## src/rtl/chg_phase_pkg.sv

```systemverilog
package chg_phase_pkg;
  typedef enum logic [2:0] {
    ST_IDLE  = 3'd0,
    ST_PRE   = 3'd1,
    ST_FAST  = 3'd2,
    ST_QUAL  = 3'd3,
    ST_DONE  = 3'd4,
    ST_FAULT = 3'd5
  } chg_state_e;

  localparam logic [1:0] MODE_OFF  = 2'b00;
  localparam logic [1:0] MODE_PRE  = 2'b01;
  localparam logic [1:0] MODE_FAST = 2'b10;
endpackage

```

## src/rtl/chg_deglitch.sv

```systemverilog
module chg_deglitch #(
  parameter int unsigned DG      = 25,
  parameter bit          RST_VAL = 1'b0
) (
  input  logic clk_i,
  input  logic rst_ni,
  input  logic tick_i,
  input  logic raw_i,
  output logic filt_o
);
  localparam int unsigned CW = (DG < 2) ? 1 : $clog2(DG + 1);

  logic [CW-1:0] cnt_q;

  always_ff @(posedge clk_i or negedge rst_ni) begin
    if (!rst_ni) begin
      cnt_q  <= '0;
      filt_o <= RST_VAL;
    end else if (raw_i == filt_o) begin
      cnt_q <= '0;
    end else if (tick_i) begin
      if (cnt_q == CW'(DG - 1)) begin
        cnt_q  <= '0;
        filt_o <= raw_i;
      end else begin
        cnt_q <= cnt_q + 1'b1;
      end
    end
  end

  AST_DG_ON_TICK: assert property (@(posedge clk_i) disable iff (!rst_ni)
    !$stable(filt_o) |-> $past(tick_i) && $past(raw_i) == filt_o);

endmodule

```

## src/rtl/chg_safety_timer.sv

```systemverilog
module chg_safety_timer #(
  parameter int unsigned CW = 26
) (
  input  logic          clk_i,
  input  logic          rst_ni,
  input  logic          tick_i,
  input  logic          run_i,
  input  logic          clr_i,
  input  logic [CW-1:0] limit_i,
  output logic          exp_o
);
  logic [CW-1:0] cnt_q;

  always_ff @(posedge clk_i or negedge rst_ni) begin
    if (!rst_ni)                              cnt_q <= '0;
    else if (clr_i)                           cnt_q <= '0;
    else if (run_i && tick_i && cnt_q < limit_i) cnt_q <= cnt_q + 1'b1;
  end

  assign exp_o = (cnt_q >= limit_i);

  AST_TMR_HOLD: assert property (@(posedge clk_i) disable iff (!rst_ni)
    (exp_o && !clr_i && $stable(limit_i)) |=> exp_o);
  AST_TMR_STEP: assert property (@(posedge clk_i) disable iff (!rst_ni)
    (!clr_i && !tick_i) |=> $stable(cnt_q));

endmodule

```

## src/rtl/chg_phase_ctrl.sv

```systemverilog
module chg_phase_ctrl
  import chg_phase_pkg::*;
#(
  parameter int unsigned LOWV_DG = 25,
  parameter int unsigned TERM_DG = 100,
  parameter int unsigned QUAL_T  = 250,
  parameter int unsigned RECH_DG = 10,
  parameter int unsigned PRE_LIM = 1_800_000,
  parameter int unsigned PWRUP_T = 1500,
  parameter int unsigned LIMW    = 26
) (
  input  logic            clk_i,
  input  logic            rst_ni,
  input  logic            tick_ms_i,
  input  logic            chg_en_i,
  input  logic            in_fault_i,
  input  logic            bat_low_i,
  input  logic            bat_rech_i,
  input  logic            cur_term_i,
  input  logic            bat_ov_i,
  input  logic            timer_dis_i,
  input  logic [LIMW-1:0] fast_limit_ms_i,
  output logic            chg_on_o,
  output logic [1:0]      cur_mode_o,
  output logic [2:0]      phase_o,
  output logic            done_o,
  output logic            fault_o
);
  localparam int unsigned QW  = (QUAL_T < 2) ? 1 : $clog2(QUAL_T + 1);
  localparam int unsigned PW  = (PRE_LIM < 2) ? 1 : $clog2(PRE_LIM + 1);
  localparam int unsigned UW  = (PWRUP_T < 2) ? 1 : $clog2(PWRUP_T + 1);

  chg_state_e state_q, state_d;

  logic low_f, rech_f, term_f, rech_q, rech_rise;
  logic pwr_ok, pre_exp, fast_exp, tmr_clr;
  logic [QW-1:0] qual_q;
  logic qual_end, qual_abort;

  // Per-flag deglitch filters
  chg_deglitch #(.DG(LOWV_DG), .RST_VAL(1'b0)) u_dg_low (
    .clk_i, .rst_ni, .tick_i(tick_ms_i), .raw_i(bat_low_i), .filt_o(low_f));
  chg_deglitch #(.DG(RECH_DG), .RST_VAL(1'b0)) u_dg_rech (
    .clk_i, .rst_ni, .tick_i(tick_ms_i), .raw_i(bat_rech_i), .filt_o(rech_f));
  chg_deglitch #(.DG(TERM_DG), .RST_VAL(1'b0)) u_dg_term (
    .clk_i, .rst_ni, .tick_i(tick_ms_i), .raw_i(cur_term_i), .filt_o(term_f));

  assign tmr_clr = (state_q == ST_IDLE) || (state_q == ST_DONE) || (state_q == ST_FAULT);

  chg_safety_timer #(.CW(UW)) u_pwrup (
    .clk_i, .rst_ni, .tick_i(tick_ms_i), .run_i(1'b1), .clr_i(1'b0),
    .limit_i(UW'(PWRUP_T)), .exp_o(pwr_ok));
  chg_safety_timer #(.CW(PW)) u_pre_tmr (
    .clk_i, .rst_ni, .tick_i(tick_ms_i), .run_i(state_q == ST_PRE), .clr_i(tmr_clr),
    .limit_i(PW'(PRE_LIM)), .exp_o(pre_exp));
  chg_safety_timer #(.CW(LIMW)) u_fast_tmr (
    .clk_i, .rst_ni, .tick_i(tick_ms_i),
    .run_i((state_q == ST_FAST) || (state_q == ST_QUAL)), .clr_i(tmr_clr),
    .limit_i(fast_limit_ms_i), .exp_o(fast_exp));

  always_ff @(posedge clk_i or negedge rst_ni) begin
    if (!rst_ni) rech_q <= 1'b0;
    else         rech_q <= rech_f;
  end
  assign rech_rise = rech_f && !rech_q;

  // Qualification window counter
  always_ff @(posedge clk_i or negedge rst_ni) begin
    if (!rst_ni)                   qual_q <= '0;
    else if (state_q != ST_QUAL)   qual_q <= '0;
    else if (tick_ms_i && !qual_end) qual_q <= qual_q + 1'b1;
  end
  assign qual_end   = tick_ms_i && (qual_q == QW'(QUAL_T - 1));
  assign qual_abort = !term_f || rech_f || low_f || timer_dis_i;

  always_comb begin
    state_d = state_q;
    if (!chg_en_i || in_fault_i) begin
      state_d = ST_IDLE;
    end else begin
      unique case (state_q)
        ST_IDLE:  if (pwr_ok) state_d = low_f ? ST_PRE : ST_FAST;
        ST_PRE: begin
          if (pre_exp && !timer_dis_i) state_d = ST_FAULT;
          else if (!low_f)             state_d = ST_FAST;
        end
        ST_FAST: begin
          if (fast_exp && !timer_dis_i)             state_d = ST_FAULT;
          else if (low_f)                           state_d = ST_PRE;
          else if (term_f && !rech_f && !timer_dis_i) state_d = ST_QUAL;
        end
        ST_QUAL: begin
          if (fast_exp && !timer_dis_i) state_d = ST_FAULT;
          else if (qual_abort)          state_d = ST_FAST;
          else if (qual_end)            state_d = ST_DONE;
        end
        ST_DONE:  if (rech_f)    state_d = ST_FAST;
        ST_FAULT: if (rech_rise) state_d = ST_IDLE;
        default:  state_d = ST_IDLE;
      endcase
    end
  end

  always_ff @(posedge clk_i or negedge rst_ni) begin
    if (!rst_ni) state_q <= ST_IDLE;
    else         state_q <= state_d;
  end

  logic active;
  assign active     = (state_q == ST_PRE) || (state_q == ST_FAST) || (state_q == ST_QUAL);
  assign chg_on_o   = active && !bat_ov_i;
  assign cur_mode_o = (state_q == ST_PRE) ? MODE_PRE : (active ? MODE_FAST : MODE_OFF);
  assign phase_o    = state_q;
  assign done_o     = (state_q == ST_DONE);
  assign fault_o    = (state_q == ST_FAULT);

  AST_HOLD_PWRUP: assert property (@(posedge clk_i) disable iff (!rst_ni)
    !pwr_ok |-> state_q == ST_IDLE);
  AST_DIS_TO_IDLE: assert property (@(posedge clk_i) disable iff (!rst_ni)
    (!chg_en_i || in_fault_i) |=> state_q == ST_IDLE);
  AST_DONE_VIA_QUAL: assert property (@(posedge clk_i) disable iff (!rst_ni)
    (state_q == ST_DONE && $past(state_q) != ST_DONE) |-> $past(state_q) == ST_QUAL);
  AST_NO_QUAL_DIS: assert property (@(posedge clk_i) disable iff (!rst_ni)
    (timer_dis_i && state_q != ST_QUAL) |=> state_q != ST_QUAL);
  AST_FAULT_STICKY: assert property (@(posedge clk_i) disable iff (!rst_ni)
    (state_q == ST_FAULT && chg_en_i && !in_fault_i && rech_q) |=> state_q == ST_FAULT);

endmodule

```

## config.mk

```make
export PLATFORM = sky130hd
export DESIGN_NAME = chg_phase_ctrl
export DESIGN_NICKNAME = d
export VERILOG_FILES = /design/src/rtl/chg_phase_pkg.sv /design/src/rtl/chg_deglitch.sv /design/src/rtl/chg_safety_timer.sv /design/src/rtl/chg_phase_ctrl.sv
export SDC_FILE = /design/constraint.sdc
export NUM_CORES = 1
export LEC_CHECK = 0
export CELL_PAD_IN_SITES_DETAIL_PLACEMENT = 0
export CELL_PAD_IN_SITES_GLOBAL_PLACEMENT = 2
export CORE_UTILIZATION = 37
export CTS_CLUSTER_SIZE = 14
export DETAILED_ROUTE_END_ITERATION = 6
export PLACE_DENSITY_LB_ADDON = 0.1
export SYNTH_ARGS = -nofsm -noshare
export SYNTH_HDL_FRONTEND = slang
export SYNTH_HIERARCHICAL = 1
export SYNTH_SLANG_ARGS = --single-unit
```

## constraint.sdc

```tcl
create_clock -name clk_i -period 3.05 [get_ports clk_i]
set_input_delay 0.4575 -clock clk_i [delete_from_list [all_inputs] [get_ports clk_i]]
set_output_delay 0.4575 -clock clk_i [all_outputs]
set_load 0.005 [all_outputs]
```

# Word-level counts from Yosys, hierarchy flattened
# Index checks and enable logic that the tools add are counted.
dict set report totals {
  in_bits 36
  out_inout_bits 8
  elab_cells 118
  regBits 89
}
dict set report op_classes {
  mux 31
  bitwise 3
  reduce_logical 40
  magnitude_cmp 6
  eq_ne 19
  n_addsub 7
}
# cell n
set op_table {}
lappend op_table {{26-bit 2-to-1 mux} 2}
lappend op_table {{21-bit 2-to-1 mux} 2}
lappend op_table {{3-bit 2-to-1 mux} 12}
lappend op_table {{26-bit by 1-bit adder with 26-bit output (second input constant)} 1}
lappend op_table {{26-bit greater-or-equal comparator} 1}
lappend op_table {{26-bit < comparator} 1}
lappend op_table {{21-bit by 1-bit adder with 21-bit output (second input constant)} 1}
lappend op_table {{21-bit greater-or-equal comparator (second input constant)} 1}
lappend op_table {{21-bit < comparator (second input constant)} 1}
lappend op_table {{7-bit 2-to-1 mux} 3}
lappend op_table {{3-bit one-hot mux with 6 select lines} 1}
lappend op_table {{8-bit 2-to-1 mux} 2}
lappend op_table {{5-bit 2-to-1 mux} 3}
lappend op_table {{1-bit logical AND} 13}
lappend op_table {{4-bit 2-to-1 mux} 3}
lappend op_table {{2-bit nonzero test} 6}
lappend op_table {{11-bit by 1-bit adder with 11-bit output (second input constant)} 1}
lappend op_table {{11-bit greater-or-equal comparator (second input constant)} 1}
lappend op_table {{11-bit < comparator (second input constant)} 1}
lappend op_table {{1-bit logical OR} 9}
lappend op_table {{3-bit AND reduction} 3}
lappend op_table {{8-bit by 1-bit adder with 8-bit output (second input constant)} 1}
lappend op_table {{8-bit == test (second input constant)} 1}
lappend op_table {{7-bit by 1-bit adder with 7-bit output (second input constant)} 1}
lappend op_table {{19 further kinds} 35}

# Logic depth before layout (Yosys ltp)
dict set report depth {
  word_depth 8
  mapped_depth 12
  ltp_nobuf 12
}

# Cells and area by module
# The synthesis kept the hierarchy.
# mod area_per_inst_um2 cells_per_inst instances
set by_module_without_submodules {}
lappend by_module_without_submodules {{chg_safety_timer (u_fast_tmr)} 2163.3 262 1}
lappend by_module_without_submodules {{chg_safety_timer (u_pre_tmr)} 1716.6 204 1}
lappend by_module_without_submodules {{chg_safety_timer (u_pwrup)} 900.9 105 1}
lappend by_module_without_submodules {chg_phase_ctrl 795.8 99 1}
lappend by_module_without_submodules {{chg_deglitch (u_dg_term)} 431.7 38 1}
lappend by_module_without_submodules {{chg_deglitch (u_dg_low)} 346.6 35 1}
lappend by_module_without_submodules {{chg_deglitch (u_dg_rech)} 249.0 23 1}

# Worst setup path after synthesis
# Ideal clock, no wire load.
dict set report synth_timing {
  path_type {input to register}
  from {input fast_limit_ms_i[5]}
  to {register state_q[0] (netlist: phase_o[0])}
  arrival_ns 2.746
  path_slack_ns 0.225
  setup_ns 0.079
  path_stages 12
  path_cell_list {inv_1 -> ha_1 -> a21oi_2 -> o21ai_2 -> a2111oi_4 -> o211a_1 -> o21ai_0 -> nand2b_1 -> or4_1 -> o22a_1 -> nand2_2 -> mux2i_1}
}
dict set report synth_between {
  elab_chain_cells 5
  word_cells_on_any_way 9
  classes_between {order compare (1); eq/ne (2); mux (4); reduce/logical (2)}
}
# item line_no
set synth_rtl {}
lappend synth_rtl {{start: declaration} chg_phase_ctrl.sv:22} ;# input logic [LIMW-1:0] fast_limit_ms_i,
lappend synth_rtl {{26-bit greater-or-equal comparator *} chg_safety_timer.sv:20} ;# assign exp_o = (cnt_q >= limit_i);
lappend synth_rtl {{named net fast_exp} chg_phase_ctrl.sv:36} ;# logic pwr_ok, pre_exp, fast_exp, tmr_clr;
lappend synth_rtl {{1-bit logical AND *} {chg_phase_ctrl.sv:88, chg_phase_ctrl.sv:93}}
lappend synth_rtl {{3-bit 2-to-1 mux, on equally long branches} {chg_phase_ctrl.sv:93, chg_phase_ctrl.sv:88}}
lappend synth_rtl {{3-bit one-hot mux with 6 select lines} chg_phase_ctrl.sv:81} ;# unique case (state_q)
lappend synth_rtl {{3-bit 2-to-1 mux} chg_phase_ctrl.sv:78} ;# if (!chg_en_i || in_fault_i) begin
lappend synth_rtl {{end signal: assignment} chg_phase_ctrl.sv:106} ;# else state_q <= state_d;
lappend synth_rtl {{end: declaration} chg_phase_ctrl.sv:33} ;# chg_state_e state_q, state_d;
# Mark *: on every way through the listed nets, which the timed path passes. The rest lies on a longest branch.
# A chain may end at the register's enable or synchronous reset.

# Worst setup path in the final report
dict set report layout_timing {
  from {input fast_limit_ms_i[8]}
  to {register state_q[0] (netlist: phase_o[0])}
}
# The elaborated chain is that of the path after synthesis.

==> flow_metrics.py <==
metrics = {
    "final_layout": {
        "final_area_mm2": 0.008036,
        "fin_nets": 969,
        "final_common_cell": "dfrtp_1",
        "fillers": 1687,
        "layout.cells.non_filler": 1096,
        "diodes": 0,
        "area_delta_synth_final_pct": 21.69,
        "drive_gt1_share_pct": 11.83,
        "final_cell_mix": "dfrtp_1, inv_1, a21oi_1",
    },
    "status": {
        "status": "finished, final reports clean",
    },
    "sta": {
        "tns_ns": 0,
        "clock_skew_ns": 0.004995,
        "setup_viol": 0,
        "timing.final.crit_share_pct": 96.84,
        "hold_viol_final": 0,
        "period_minus_slack_ns": 2.954,
        "timing.fmax_mhz": 338.6,
        "rsz0062_at_grt": "true",
        "worstMarginPinSlew_ns": 0.6514,
        "slew_violations": 0,
        "maxSlewHeadroom_pct": 56.57,
    },
    "critical_path": {
        "max_stage_delay_ns": 0.46,
        "critPathKind": "input port to flip-flop",
        "critical_path_buf_inv_count": 2,
        "start_kind": "input port",
        "slowest_stage": "clkdlybuf4s50_1",
        "cp_max_fo": 3,
        "arrival_ns": 3.23,
        "endpoint_kind": "flip-flop",
        "crit_family": "compound AO/OA/AOI/OAI gates",
        "crit_chain": "clkdlybuf4s50_1 -> inv_1 -> ha_1 -> and4_1 -> a2111oi_4 -> o211a_1 -> o21ai_2 -> nand2b_4 -> or4_1 -> o22a_1 -> nand2_2 -> mux2i_1",
        "required_ns": 3.33,
    },
    "synthesis": {
        "async_reset_ff_share_pct": 100.0,
        "syn-cell-area_mm2": 0.006604,
        "synth.avg_cell_area_um2": 8.621,
        "seq_area_frac_synth_pct": 33.72,
        "synth_cell_types": 70,
        "synth_seq_cells": 89,
        "synth_warnings": 6,
        "synth_edf_count": 0,
        "syn_inst": 766,
        "synth-main-ff-cell": "dfrtp_1",
    },
    "placed_design": {
        "gp_congestion": 0.7890,
        "numPortBuffers": 43,
        "placed_cell_area_mm2": 0.007614,
        "dp_cells": 1077,
        "dp_hpwl_um": 11620,
    },
    "flow_run": {
        "cap_violations": 0,
    },
    "route": {
        "via_count": 5808,
        "wl_per_cell_um": 14.34,
        "vias_per_cell": 5.299,
        "finalWirelength_um": 15720,
        "drt_first_pass_iters": 4,
        "drtIter0Drc": 168,
        "antenna_left": 0,
        "drc": 0,
    },
    "clock_tree": {
        "clk_pin_slew_ns": 0.06,
        "clk_path_buf_depth": 2,
        "htreeDepth": 3,
        "cts_tree": "built",
        "cts_sinks": 89,
        "clk_latency_ns": 0.35,
        "ctsHoldBuffers": 0,
        "numCtsBuffers": 9,
        "clockRootBuffer": "clkbuf_16",
    },
    "global_routing": {
        "overflow": 0,
        "grt_antenna_before_repair": 0,
        "grt_max_degree": 58,
        "grt_pass1_wl_um": 26210,
        "grt_pass1_vias": 5577,
        "grtUsageTotal_pct": 18.08,
    },
    "pwr": {
        "p_leak_nw": 3.530,
        "powerDensity_mw_per_mm2": 332.8,
        "peakVddDrop_mv": 0.2311,
    },
    "floorplan": {
        "rows": 48,
        "die_h_um": 135.6,
        "die_w_um": 135.6,
        "io_pins": 44,
        "core_mm2": 0.01736,
        "initial_utilization_pct": 38.05,
        "fp.dieArea_mm2": 0.01839,
    },
    "hold_path": {
        "hold_path_class": "input port to async pin",
    },
}
==> path summary, 6_finish.rpt <==
check                                         start             endpoint  slack (ns)  cells past startpoint
worst max-delay path             fast_limit_ms_i[8]           phase_o[0]         0.1                     12
worst min-delay path                         rst_ni  u_pre_tmr/cnt_q[20]        0.13                      1
worst max register to register  u_fast_tmr/cnt_q[8]           phase_o[0]        0.26                     10
worst min register to register     u_dg_rech/filt_o               rech_q        0.53                      0
max in group asynchronous                    rst_ni  u_fast_tmr/cnt_q[1]        2.23                      2
min in group clk_i                 u_dg_rech/filt_o               rech_q        0.53                      0
==> per-layer routing <==
layer	wire [um]	track usage, %
met5	0	0
met4	291	7.553
met3	480	2.319
met2	7692	31.38
met1	7251	22.43
==> sequential cells by signal (all words and copies together) (netlist names) <==
name	flops
u_dg_rech/filt_o	1
u_dg_term/filt_o	1
u_dg_low/filt_o	1
qual_q	8
rech_q	1
u_dg_term/cnt_q	7
u_dg_rech/cnt_q	4
u_pwrup/cnt_q	11
u_pre_tmr/cnt_q	21
u_dg_low/cnt_q	5
phase_o	3
u_fast_tmr/cnt_q	26
==> final cells by class <==
cell class	count	area (um2)	area share (%)
tap	225	281.5	3.503
sequential	89	2227	27.71
inverter	76	285.3	3.550
clock inverter	2	60.06	0.7473
multi-input combinational	612	4177	51.97
clock buffer	13	270.3	3.363
timing repair buffer	79	735.7	9.155
==> report_power, final <==
group | total [mW] | switching (mW) | internal (mW)
Combinational | 0.217 | 0.119 | 0.0979
Clock | 1.25 | 0.471 | 0.781
Sequential | 1.20 | 0.0136 | 1.19
==> cells in the mapped netlist, drive strengths merged (9+ instances only) <==
library cell	n	share of area [%]
ha	66	13
nor3	10	0.76
o31ai	26	3.0
mux2	14	2.4
buf	9	0.91
dfrtp	89	34
nor2	50	2.8
and3	9	0.89
inv	76	4.3
nand3	25	1.9
o21ai	44	3.4
xor2	9	1.2
nand2	61	3.5
or3	19	1.9
nor2b	16	1.6
a21oi	82	6.6
or4	29	3.4
nand4	33	3.4
clkbuf	13	0.74
==> worst register-to-register path: cells and delay by family (launching register included) <==
family          cells  cell delay, ns
flops               1            0.43
mux                 1            0.18
compound gates      4            0.91
fa+ha+maj           1            0.32
simple gates        4            0.88
==> kinds of logic after synthesis <==
family | share of synthesized area [%]
DFF | 33.72
buffers and inverters | 5.968
muxes | 2.994
xor gates and xnor gates | 2.368
other | 0.1137
and+or+nand+nor | 25.16
adders and majority gates | 12.50
AOI/OAI and AO/OA | 17.17
==> metrics by stage <==
step           power, mW  util, %  setup WS, ns  hold WS [ns]
2_1_floorplan      1.333        -        0.2249        0.1619
6_report           2.674    46.30       0.09630        0.1328
3_5_place_dp       1.441    43.87       -0.5295        0.5117
4_1_cts            2.710    45.91       0.03486        0.1556
5_1_grt            2.791    46.30      -0.05170        0.1960
3_3_place_gp       1.436    43.87       -0.4267        0.5036
==> repair_timing <==
| item | 4_1_cts | 5_1_grt |
|---|---|---|
| buffers inserted | 2 | 2 |
| endpoints found under the setup margin | 3 | 5 |
| pin swaps | 2 | 3 |
| gates resized for setup | 3 | 6 |
Power figures use the tool's default switching activity.
